==> src/rtl/pst_pkg.sv <==
package pst_pkg;
  typedef struct packed {
    logic go;
    logic kill;
  } shot_cmd_t;

  localparam shot_cmd_t SHOT_NONE = '{go: 1'b0, kill: 1'b0};
  localparam shot_cmd_t SHOT_GO   = '{go: 1'b1, kill: 1'b0};
  localparam shot_cmd_t SHOT_KILL = '{go: 1'b0, kill: 1'b1};
endpackage

==> src/rtl/pst_rst_sync.sv <==
module pst_rst_sync (
  input  logic clk,
  input  logic rst_n,
  output logic rst_n_sync
);
  logic [1:0] sync_q;

  always_ff @(posedge clk or negedge rst_n) begin
    if (!rst_n) sync_q <= 2'b00;
    else        sync_q <= {sync_q[0], 1'b1};
  end

  assign rst_n_sync = sync_q[1];
endmodule

==> src/rtl/pst_down_stage.sv <==
module pst_down_stage #(
  parameter int W = 8
) (
  input  logic         clk,
  input  logic         rst_n,
  input  logic         step,
  input  logic         wr,
  input  logic [W-1:0] wdata,
  input  logic         load_now,
  input  logic         restore,
  output logic [W-1:0] cnt,
  output logic         uf
);
  localparam logic [W-1:0] ZERO = '0;
  localparam logic [W-1:0] ONE  = W'(1);

  logic [W-1:0] cnt_q, cnt_d, rld_q, rld_d;

  always_comb begin
    rld_d = wr ? wdata : rld_q;
    cnt_d = cnt_q;
    if (restore)               cnt_d = rld_q;
    else if (wr && load_now)   cnt_d = wdata;
    else if (step)             cnt_d = (cnt_q == ZERO) ? rld_q : cnt_q - ONE;
  end

  always_ff @(posedge clk or negedge rst_n) begin
    if (!rst_n) begin
      cnt_q <= ZERO;
      rld_q <= ZERO;
    end else begin
      cnt_q <= cnt_d;
      rld_q <= rld_d;
    end
  end

  assign cnt = cnt_q;
  assign uf  = step && (cnt_q == ZERO);
endmodule

==> src/rtl/pst_stat_sync.sv <==
module pst_stat_sync
  import pst_pkg::*;
(
  input  logic clk,
  input  logic rst_n,
  input  logic cnt_en,
  input  logic run_req,
  input  logic force_halt,
  input  logic shot_go,
  input  logic shot_kill,
  input  logic shot_done,
  output logic running,
  output logic shot_active,
  output logic stop_evt,
  output logic kill_evt
);
  logic      req_q, req_d, run_q, run_d, act_q, act_d;
  shot_cmd_t pend_q, pend_d, stg_q, stg_d;

  assign stop_evt = cnt_en && run_q && !req_q && !force_halt;
  assign kill_evt = cnt_en && stg_q.kill && !force_halt;

  always_comb begin
    req_d  = req_q;
    run_d  = run_q;
    act_d  = act_q;
    pend_d = pend_q;
    stg_d  = stg_q;
    if (shot_go)        pend_d = SHOT_GO;
    else if (shot_kill) pend_d = SHOT_KILL;
    else if (cnt_en)    pend_d = SHOT_NONE;
    if (force_halt) begin
      req_d  = 1'b0;
      run_d  = 1'b0;
      act_d  = 1'b0;
      pend_d = SHOT_NONE;
      stg_d  = SHOT_NONE;
    end else if (cnt_en) begin
      req_d = run_req;
      run_d = req_q;
      stg_d = pend_q;
      if (shot_done || stg_q.kill || stop_evt) act_d = 1'b0;
      else if (stg_q.go)                       act_d = 1'b1;
    end
  end

  always_ff @(posedge clk or negedge rst_n) begin
    if (!rst_n) begin
      req_q  <= 1'b0;
      run_q  <= 1'b0;
      act_q  <= 1'b0;
      pend_q <= SHOT_NONE;
      stg_q  <= SHOT_NONE;
    end else begin
      req_q  <= req_d;
      run_q  <= run_d;
      act_q  <= act_d;
      pend_q <= pend_d;
      stg_q  <= stg_d;
    end
  end

  assign running     = run_q;
  assign shot_active = act_q;

  // the counting flag rises only after a count-source cycle
  a_r12_run_rise_on_cs: assert property (@(posedge clk) disable iff (!rst_n)
    $rose(running) |-> $past(cnt_en));
  // the counting flag falls only on a count-source cycle or under forced stop
  a_r12_run_fall_on_cs: assert property (@(posedge clk) disable iff (!rst_n)
    $fell(running) |-> ($past(cnt_en) || $past(force_halt)));
  // the shot flag rises only after a count-source cycle
  a_r8_shot_rise_on_cs: assert property (@(posedge clk) disable iff (!rst_n)
    $rose(shot_active) |-> $past(cnt_en));
  // forced stop clears the counting flag in the next clock
  a_r5_halt_next_clock: assert property (@(posedge clk) disable iff (!rst_n)
    force_halt |=> !running);
endmodule

==> src/rtl/cascade_shot_timer.sv <==
module cascade_shot_timer #(
  parameter int PRE_W  = 8,
  parameter int MAIN_W = 8
) (
  input  logic              clk,
  input  logic              rst_n,
  input  logic              cnt_en,
  input  logic              run_req,
  input  logic              force_halt,
  input  logic              oneshot_mode,
  input  logic              shot_go,
  input  logic              shot_kill,
  input  logic              pre_wr,
  input  logic [PRE_W-1:0]  pre_wdata,
  input  logic              main_wr,
  input  logic [MAIN_W-1:0] main_wdata,
  output logic [PRE_W-1:0]  pre_count,
  output logic [MAIN_W-1:0] main_count,
  output logic              running,
  output logic              shot_active,
  output logic              irq,
  output logic              tmr_out
);
  logic rst_n_s;
  logic stop_evt, kill_evt, restore;
  logic pre_step, pre_uf, main_uf, shot_done;
  logic irq_q, irq_d;

  pst_rst_sync u_rst (
    .clk        (clk),
    .rst_n      (rst_n),
    .rst_n_sync (rst_n_s)
  );

  pst_stat_sync u_stat (
    .clk         (clk),
    .rst_n       (rst_n_s),
    .cnt_en      (cnt_en),
    .run_req     (run_req),
    .force_halt  (force_halt),
    .shot_go     (shot_go),
    .shot_kill   (shot_kill),
    .shot_done   (shot_done),
    .running     (running),
    .shot_active (shot_active),
    .stop_evt    (stop_evt),
    .kill_evt    (kill_evt)
  );

  assign restore   = oneshot_mode && (stop_evt || kill_evt);
  assign pre_step  = cnt_en && running && !force_halt && !restore
                     && (!oneshot_mode || shot_active);
  assign shot_done = oneshot_mode && main_uf;

  pst_down_stage #(.W(PRE_W)) u_pre (
    .clk      (clk),
    .rst_n    (rst_n_s),
    .step     (pre_step),
    .wr       (pre_wr),
    .wdata    (pre_wdata),
    .load_now (!running),
    .restore  (restore),
    .cnt      (pre_count),
    .uf       (pre_uf)
  );

  pst_down_stage #(.W(MAIN_W)) u_main (
    .clk      (clk),
    .rst_n    (rst_n_s),
    .step     (pre_uf),
    .wr       (main_wr),
    .wdata    (main_wdata),
    .load_now (!running),
    .restore  (restore),
    .cnt      (main_count),
    .uf       (main_uf)
  );

  always_comb irq_d = main_uf;

  always_ff @(posedge clk or negedge rst_n_s) begin
    if (!rst_n_s) irq_q <= 1'b0;
    else          irq_q <= irq_d;
  end

  assign irq     = irq_q;
  assign tmr_out = oneshot_mode && shot_active;

  // every interrupt pulse follows a count-source cycle
  a_r7_irq_after_cs: assert property (@(posedge clk) disable iff (!rst_n_s)
    irq |-> $past(cnt_en));
  // the prescaler moves without a write or restore only while counting
  a_r2_pre_moves_when_running: assert property (@(posedge clk) disable iff (!rst_n_s)
    (!$stable(pre_count) && !$past(pre_wr) && !$past(restore)) |-> $past(running));
  // no count step while forced stop is held
  a_r5_no_step_in_halt: assert property (@(posedge clk) disable iff (!rst_n_s)
    (force_halt && !pre_wr && !main_wr) |=> ($stable(pre_count) && $stable(main_count)));
endmodule

==> config.mk <==
export PLATFORM = sky130hd
export DESIGN_NAME = cascade_shot_timer
export DESIGN_NICKNAME = d
export VERILOG_FILES = /design/src/rtl/pst_pkg.sv /design/src/rtl/pst_rst_sync.sv /design/src/rtl/pst_down_stage.sv /design/src/rtl/pst_stat_sync.sv /design/src/rtl/cascade_shot_timer.sv
export SDC_FILE = /design/constraint.sdc
export NUM_CORES = 1
export LEC_CHECK = 0
export CAP_MARGIN = 25
export CORE_ASPECT_RATIO = 1.4
export CORE_MARGIN = 1
export CORE_UTILIZATION = 55
export CTS_CLUSTER_SIZE = 8
export DETAILED_ROUTE_END_ITERATION = 10
export DONT_BUFFER_PORTS = 1
export GPL_TIMING_DRIVEN = 0
export PLACE_DENSITY = 0.73
export REMOVE_ABC_BUFFERS = 1
export SYNTH_ARGS = -nofsm -noshare
export SYNTH_HDL_FRONTEND = slang
export SYNTH_SLANG_ARGS = --single-unit
==> constraint.sdc <==
create_clock -name clk -period 1.2 [get_ports clk]
set_input_delay 0.06 -clock clk [delete_from_list [all_inputs] [get_ports clk]]
set_output_delay 0.06 -clock clk [all_outputs]
set_load 0.05 [all_outputs]
Word-level counts from Yosys, hierarchy flattened

Index checks and enable logic that the tools add are counted.

Order comparisons: 0
Div/mod/pow operators: 0
Multipliers: 0
Shift operators: 0
Bitwise gates (word level): 0
Add/subtract/negate cells: 2
Multiplexer cells: 22
Reductions and logical operators: 32
Equal/unequal tests: 0

Operator list:

| cell                | count |
|---|---|
| $mux 8              | 8 |
| $logic_not 8->1     | 2 |
| $sub 8x1->8 const B | 2 |
| $logic_and 1x1->1   | 15 |
| $mux 2              | 6 |
| $reduce_bool 3->1   | 3 |
| $mux 1              | 8 |
| $logic_not 1->1     | 5 |
| $logic_or 1x1->1    | 4 |
| $reduce_bool 4->1   | 1 |
| $reduce_and 2->1    | 1 |
| $reduce_bool 2->1   | 1 |

RAM bits: 0
Logic and storage cells: 69
Bits in latches: 0
Output and inout bits: 20
Memory bits (read-only): 0
Input port bits: 26
Bits in registers: 42
Memories: 0

Depth between registers and ports, before layout

Depth after elaboration: 16
Mapped depth: 9
Depth with buffers taken out: 7

Cells and area by module

From an unflattened synthesis, not the netlist that was laid out.

Cells, all modules: 269
Area total of the unflattened synthesis: 2,536.2 um^2

Modules (own cells, without submodules):

| module             | area an instance (um^2) | cells each | sequential area each (um^2) | times used |
|---|---|---|---|---|
| pst_down_stage     | 1,032.2                 | 114        | 400.4                       | 2 |
| pst_stat_sync      | 346.6                   | 30         | 175.2                       | 1 |
| cascade_shot_timer | 71.3                    | 8          | 25.0                        | 1 |
| pst_rst_sync       | 53.8                    | 3          | 50.0                        | 1 |

Worst setup path after synthesis

Ideal clock, no wire load.

Path kind: register -> register
Start: register u_pre.cnt_q[2] (netlist: u_pre.cnt[2])
End: register u_main.cnt_q[4] (netlist: u_main.cnt[4])
Buffers on the path: 2
Data arrival time: 2,255 ps
Path slack: -1,129 ps
Cell stages (with the launch flop): 8
Library setup time: 73 ps
Data required time: 1,127 ps
Path through: dfrtp_1 -> or4_4 -> or3b_1 -> buf_6 -> o211ai_4 -> buf_6 -> nor2_1 -> a21oi_2

Word-level cells in the longest chain between the ends: 3

Ends and longest elaborated chain:

| item                               | RTL line             | text |
|---|---|---|
| from (decl)                        | pst_down_stage.sv:17 | `logic [W-1:0] cnt_q, cnt_d, rld_q, rld_d;` |
| from (signal assigned)             | pst_down_stage.sv:32 | `cnt_q <= cnt_d;` |
| $logic_not 8->1                    | pst_down_stage.sv:38 | `assign uf = step && (cnt_q == ZERO);` |
| $logic_and 1x1->1                  | pst_down_stage.sv:38 |  |
| $reduce_bool 3->1 (no source line) | -                    |  |
| to (signal assigned)               | pst_down_stage.sv:32 |  |
| to (decl)                          | pst_down_stage.sv:17 |  |

No other way between the ends.
A chain may end at the register's enable or synchronous reset.

Worst setup path in the final report

Start: register u_pre.cnt_q[4] (netlist: u_pre.cnt[4])
End: register u_main.cnt_q[0] (netlist: u_main.cnt[0])

Same word-level chain as after synthesis.

==> impl_metrics.toml <==
[status]
status = "complete, but fails checks"
violations = "design-rule violations, negative setup slack"

[power]
pwr-share-seq = 0.571
ir_drop_mv = 0.757
clkPwrFrac = 0.247
p_int_mw = 2.41
p_leak_nw = 1.15
switching_share = 0.357
pwr_density_cell_mw_per_mm2 = 1300
p_switching_mw = 1.34
combPwrFrac = 0.181

[floorplan]
coreArea_mm2 = 0.00399
die_w_um = 57.0
die-height_um = 79.0
std_cell_rows = 27
start_util = 0.585
die_area_mm2 = 0.00451
pin_count = 46

[clock_network]
clk_latency_ns = 0.30
clk_pin_slew_ns = 0.07
cts-root-buf = "clkbuf_8"
cts_buffers = 5
cts.sinks = 42
htreeDepth = 2
cts_tree = "yes"
clock_path_buffers = 2

[yosys]
synth-compound-area-share = 0.195
synth_area_mm2 = 0.00233
synth_edf_count = 0
synth_cell_types = 45
synth.area.top_cells = "dfrtp_1, mux2_2, a21oi_1, nor2_1, xnor2_1"
dominantRegCellSynth = "dfrtp_1"
synth.most_common_cell = "dfrtp_1"
netlist_instances = 238
synth_xor_area_frac = 0.0301
ys_seq_area_frac = 0.451
async_reset_ff_frac = 1.00
synth_seq_cells = 42
netlist_top_cells_count = "dfrtp_1, nor2_1, a21oi_1, mux2_2, nand2_1"
synth.top_cell.area_share = 0.451
synth_top_area_cell = "dfrtp_1"
yosysWarnings = 0
synth_area_per_cell_um2 = 9.79
synth_fa_ha_area_frac = 0.0215
synth_top_family_by_area = "compound AO/OA/AOI/OAI gates"
synthMuxAreaShare = 0.0988
synthSimpleGateAreaFrac = 0.162

[grt]
grt_pass1_wl_mm = 9.09
grt_max_degree = 41
antenna_found_initial = 0
use_met3 = 0.0668
grt_use_met2 = 0.456
top_usage_layer = "met2"
grt_usage = 0.264
grt_util_met1 = 0.295
grt_overflow = 0
grt_pass1_vias = 2006

[finish]
final_nets = 299
stdcell_area_mm2 = 0.00287
drive_above_1_share = 0.264
final_util = 0.721
stdcell_count = 312
area_growth_pct = 23.2
diodes = 0

[sta]
min_period_ns = 2.22
report.final.slew_viol_count = 0
worst_slew_pin_slew_ns = 0.764
fin_skew_ns = 0.00732
finalSetupTns_ns = -16.18
worst_slack_ns = -1.02
relSlewSlack = 0.490
layout_worst_path_cycle_share = 1.85
finalHoldViolations = 0
setup_viol = 19
grt_setup_unrepaired = "true"
fmaxAchievable_mhz = 451

[place]
dp_hpwl_mm = 3.34
port_buffers = 0
dp_cells = 268
pre_cts_ws_ns = -1.42
gp_congestion = 0.892
place_area_mm2 = 0.00232

[detailed_routing]
routedWlPerCell_um = 17.6
drt_first_pass_iters = 7
vias = 1902
drt_iter0_drc = 87
ant_nets = 0
drc = 6
routed_wirelength_mm = 5.49
viasPerCell = 6.10

[run]
max_cap_violations = 0

[setup_path]
cp.arrival_ns = 2.40
critPathKind = "reg -> reg"
worstReg2RegEnd = "u_main.cnt[0]$_DFFE_PN0P_"
rr_worst_depth = 6
critPathLaunchType = "flip-flop"
cp.required_ns = 1.38
reg2reg_from = "u_pre.cnt[4]$_DFFE_PN0P_"
path_max_fanout = 8
ff2ff_setup_slack_ns = -1.02
endpoint_kind = "flip-flop"

[min_path]
min-delay-start = "cnt_en"
whs_path_depth = 3
hold_path_class = "in -> reg"
min_to = "u_stat.shot_active$_DFFE_PN0P_"
layout make-up:
| type | count | area (um2) |
|---|---|---|
| clock buffers | 7 | 86.3 |
| flip-flops and latches | 42 | 1070 |
| well taps | 43 | 53.8 |
| inverters | 7 | 26.3 |
| multi-input cells | 176 | 1280 |
| repair buffers | 37 | 358 |
| fillers | 301 | 1110 |
cell usage in the layout, fill, tap and decap left out, types with 3 or more instances in the layout:
cell type,netlist,final
nor2b_1,4,3
a31oi_1,5,5
ha_1,4,4
o21ai_1,0,5
nand2_1,14,13
o21ai_0,8,3
inv_1,7,7
a22o_1,3,3
clkbuf_8,0,6
or3_1,4,4
a21oi_2,3,7
mux2i_1,5,5
nand2b_1,5,5
nor2_1,26,23
nor3b_1,6,5
buf_6,2,4
a21oi_1,21,16
buf_4,0,7
xnor2_1,7,7
a211oi_1,4,4
a22oi_1,4,4
nor3_1,7,5
dfrtp_1,42,30
dfrtp_2,0,11
dlygate4sd3_1,0,26
mux2_2,16,16
critical path, cell delays in order, from the launching register on:
cell      delay [ns]
dfrtp_2         0.54
or4_4           0.58
or3b_4          0.41
o211ai_4        0.23
buf_6           0.19
buf_4           0.12
a21oi_2         0.04
sequential cells by signal, indices dropped and copies added (netlist names):
name and cells:
u_main.cnt 8, u_rst.sync_q 2, u_stat.req_q 1, u_pre.cnt 8, u_main.rld_q 8, u_stat.pend_q 2
u_stat.shot_active 1, u_stat.running 1, irq 1, u_stat.stg_q 2, u_pre.rld_q 8
worst max-delay path by stage:
stage / from / to / slack (ns)
3_5_place_dp: u_pre.cnt[2]$_DFFE_PN0P_ / u_main.cnt[6]$_DFFE_PN0P_ / -1.42
4_1_cts: u_pre.cnt[5]$_DFFE_PN0P_ / u_main.cnt[6]$_DFFE_PN0P_ / -1.03
6_report: u_pre.cnt[4]$_DFFE_PN0P_ / u_main.cnt[0]$_DFFE_PN0P_ / -1.02
3_3_place_gp: u_pre.cnt[2]$_DFFE_PN0P_ / u_main.cnt[6]$_DFFE_PN0P_ / -1.40
2_1_floorplan: u_pre.cnt[2]$_DFFE_PN0P_ / u_main.cnt[6]$_DFFE_PN0P_ / -1.20
5_1_grt: u_pre.cnt[4]$_DFFE_PN0P_ / u_main.cnt[5]$_DFFE_PN0P_ / -1.10
cell families (layout without fill, tap and decap cells):
family,count (synthesis),after routing
mux,21,21
other cells,1,1
buf+inv,20,51
flops,42,42
simple gates,75,75
xor+xnor,8,8
compound gates,67,67
fa+ha+maj,4,4
power groups by stage:
| stage | sequential (mW) | combinational [mW] | clock, mW |
|---|---|---|---|
| after floorplan | 2.07 | 0.448 | 0 |
| after global placement | 2.13 | 0.500 | 0 |
| after detailed placement | 2.13 | 0.513 | 0 |
| after CTS | 2.12 | 0.645 | 0.947 |
| after global routing | 2.17 | 0.763 | 0.990 |
| final | 2.14 | 0.680 | 0.927 |
routing by layer:
metal / vias up / part of all wire
met5: - / 0
met4: 0 / 0.025
met3: 10 / 0.052
met2: 51 / 0.52
met1: 920 / 0.40
li1: 921 / -
stage by stage:
| step | hold WS [ns] | power [mW] |
|---|---|---|
| 2_1_floorplan | -0.236 | 2.52 |
| 3_3_place_gp | -0.236 | 2.63 |
| 3_5_place_dp | -0.236 | 2.65 |
| 4_1_cts | 0.0245 | 3.71 |
| 5_1_grt | 0.0741 | 3.92 |
| 6_report | 0.0267 | 3.75 |
what timing repair did:
action,CTS,global route
endpoints found under the setup margin,19,27
hold endpoints to repair,30,0
pin swaps,10,6
hold buffers,26,0
gates resized for setup,30,16
cloned,0,0
setup buffers,7,4
(Power assumes the default switching activity.)
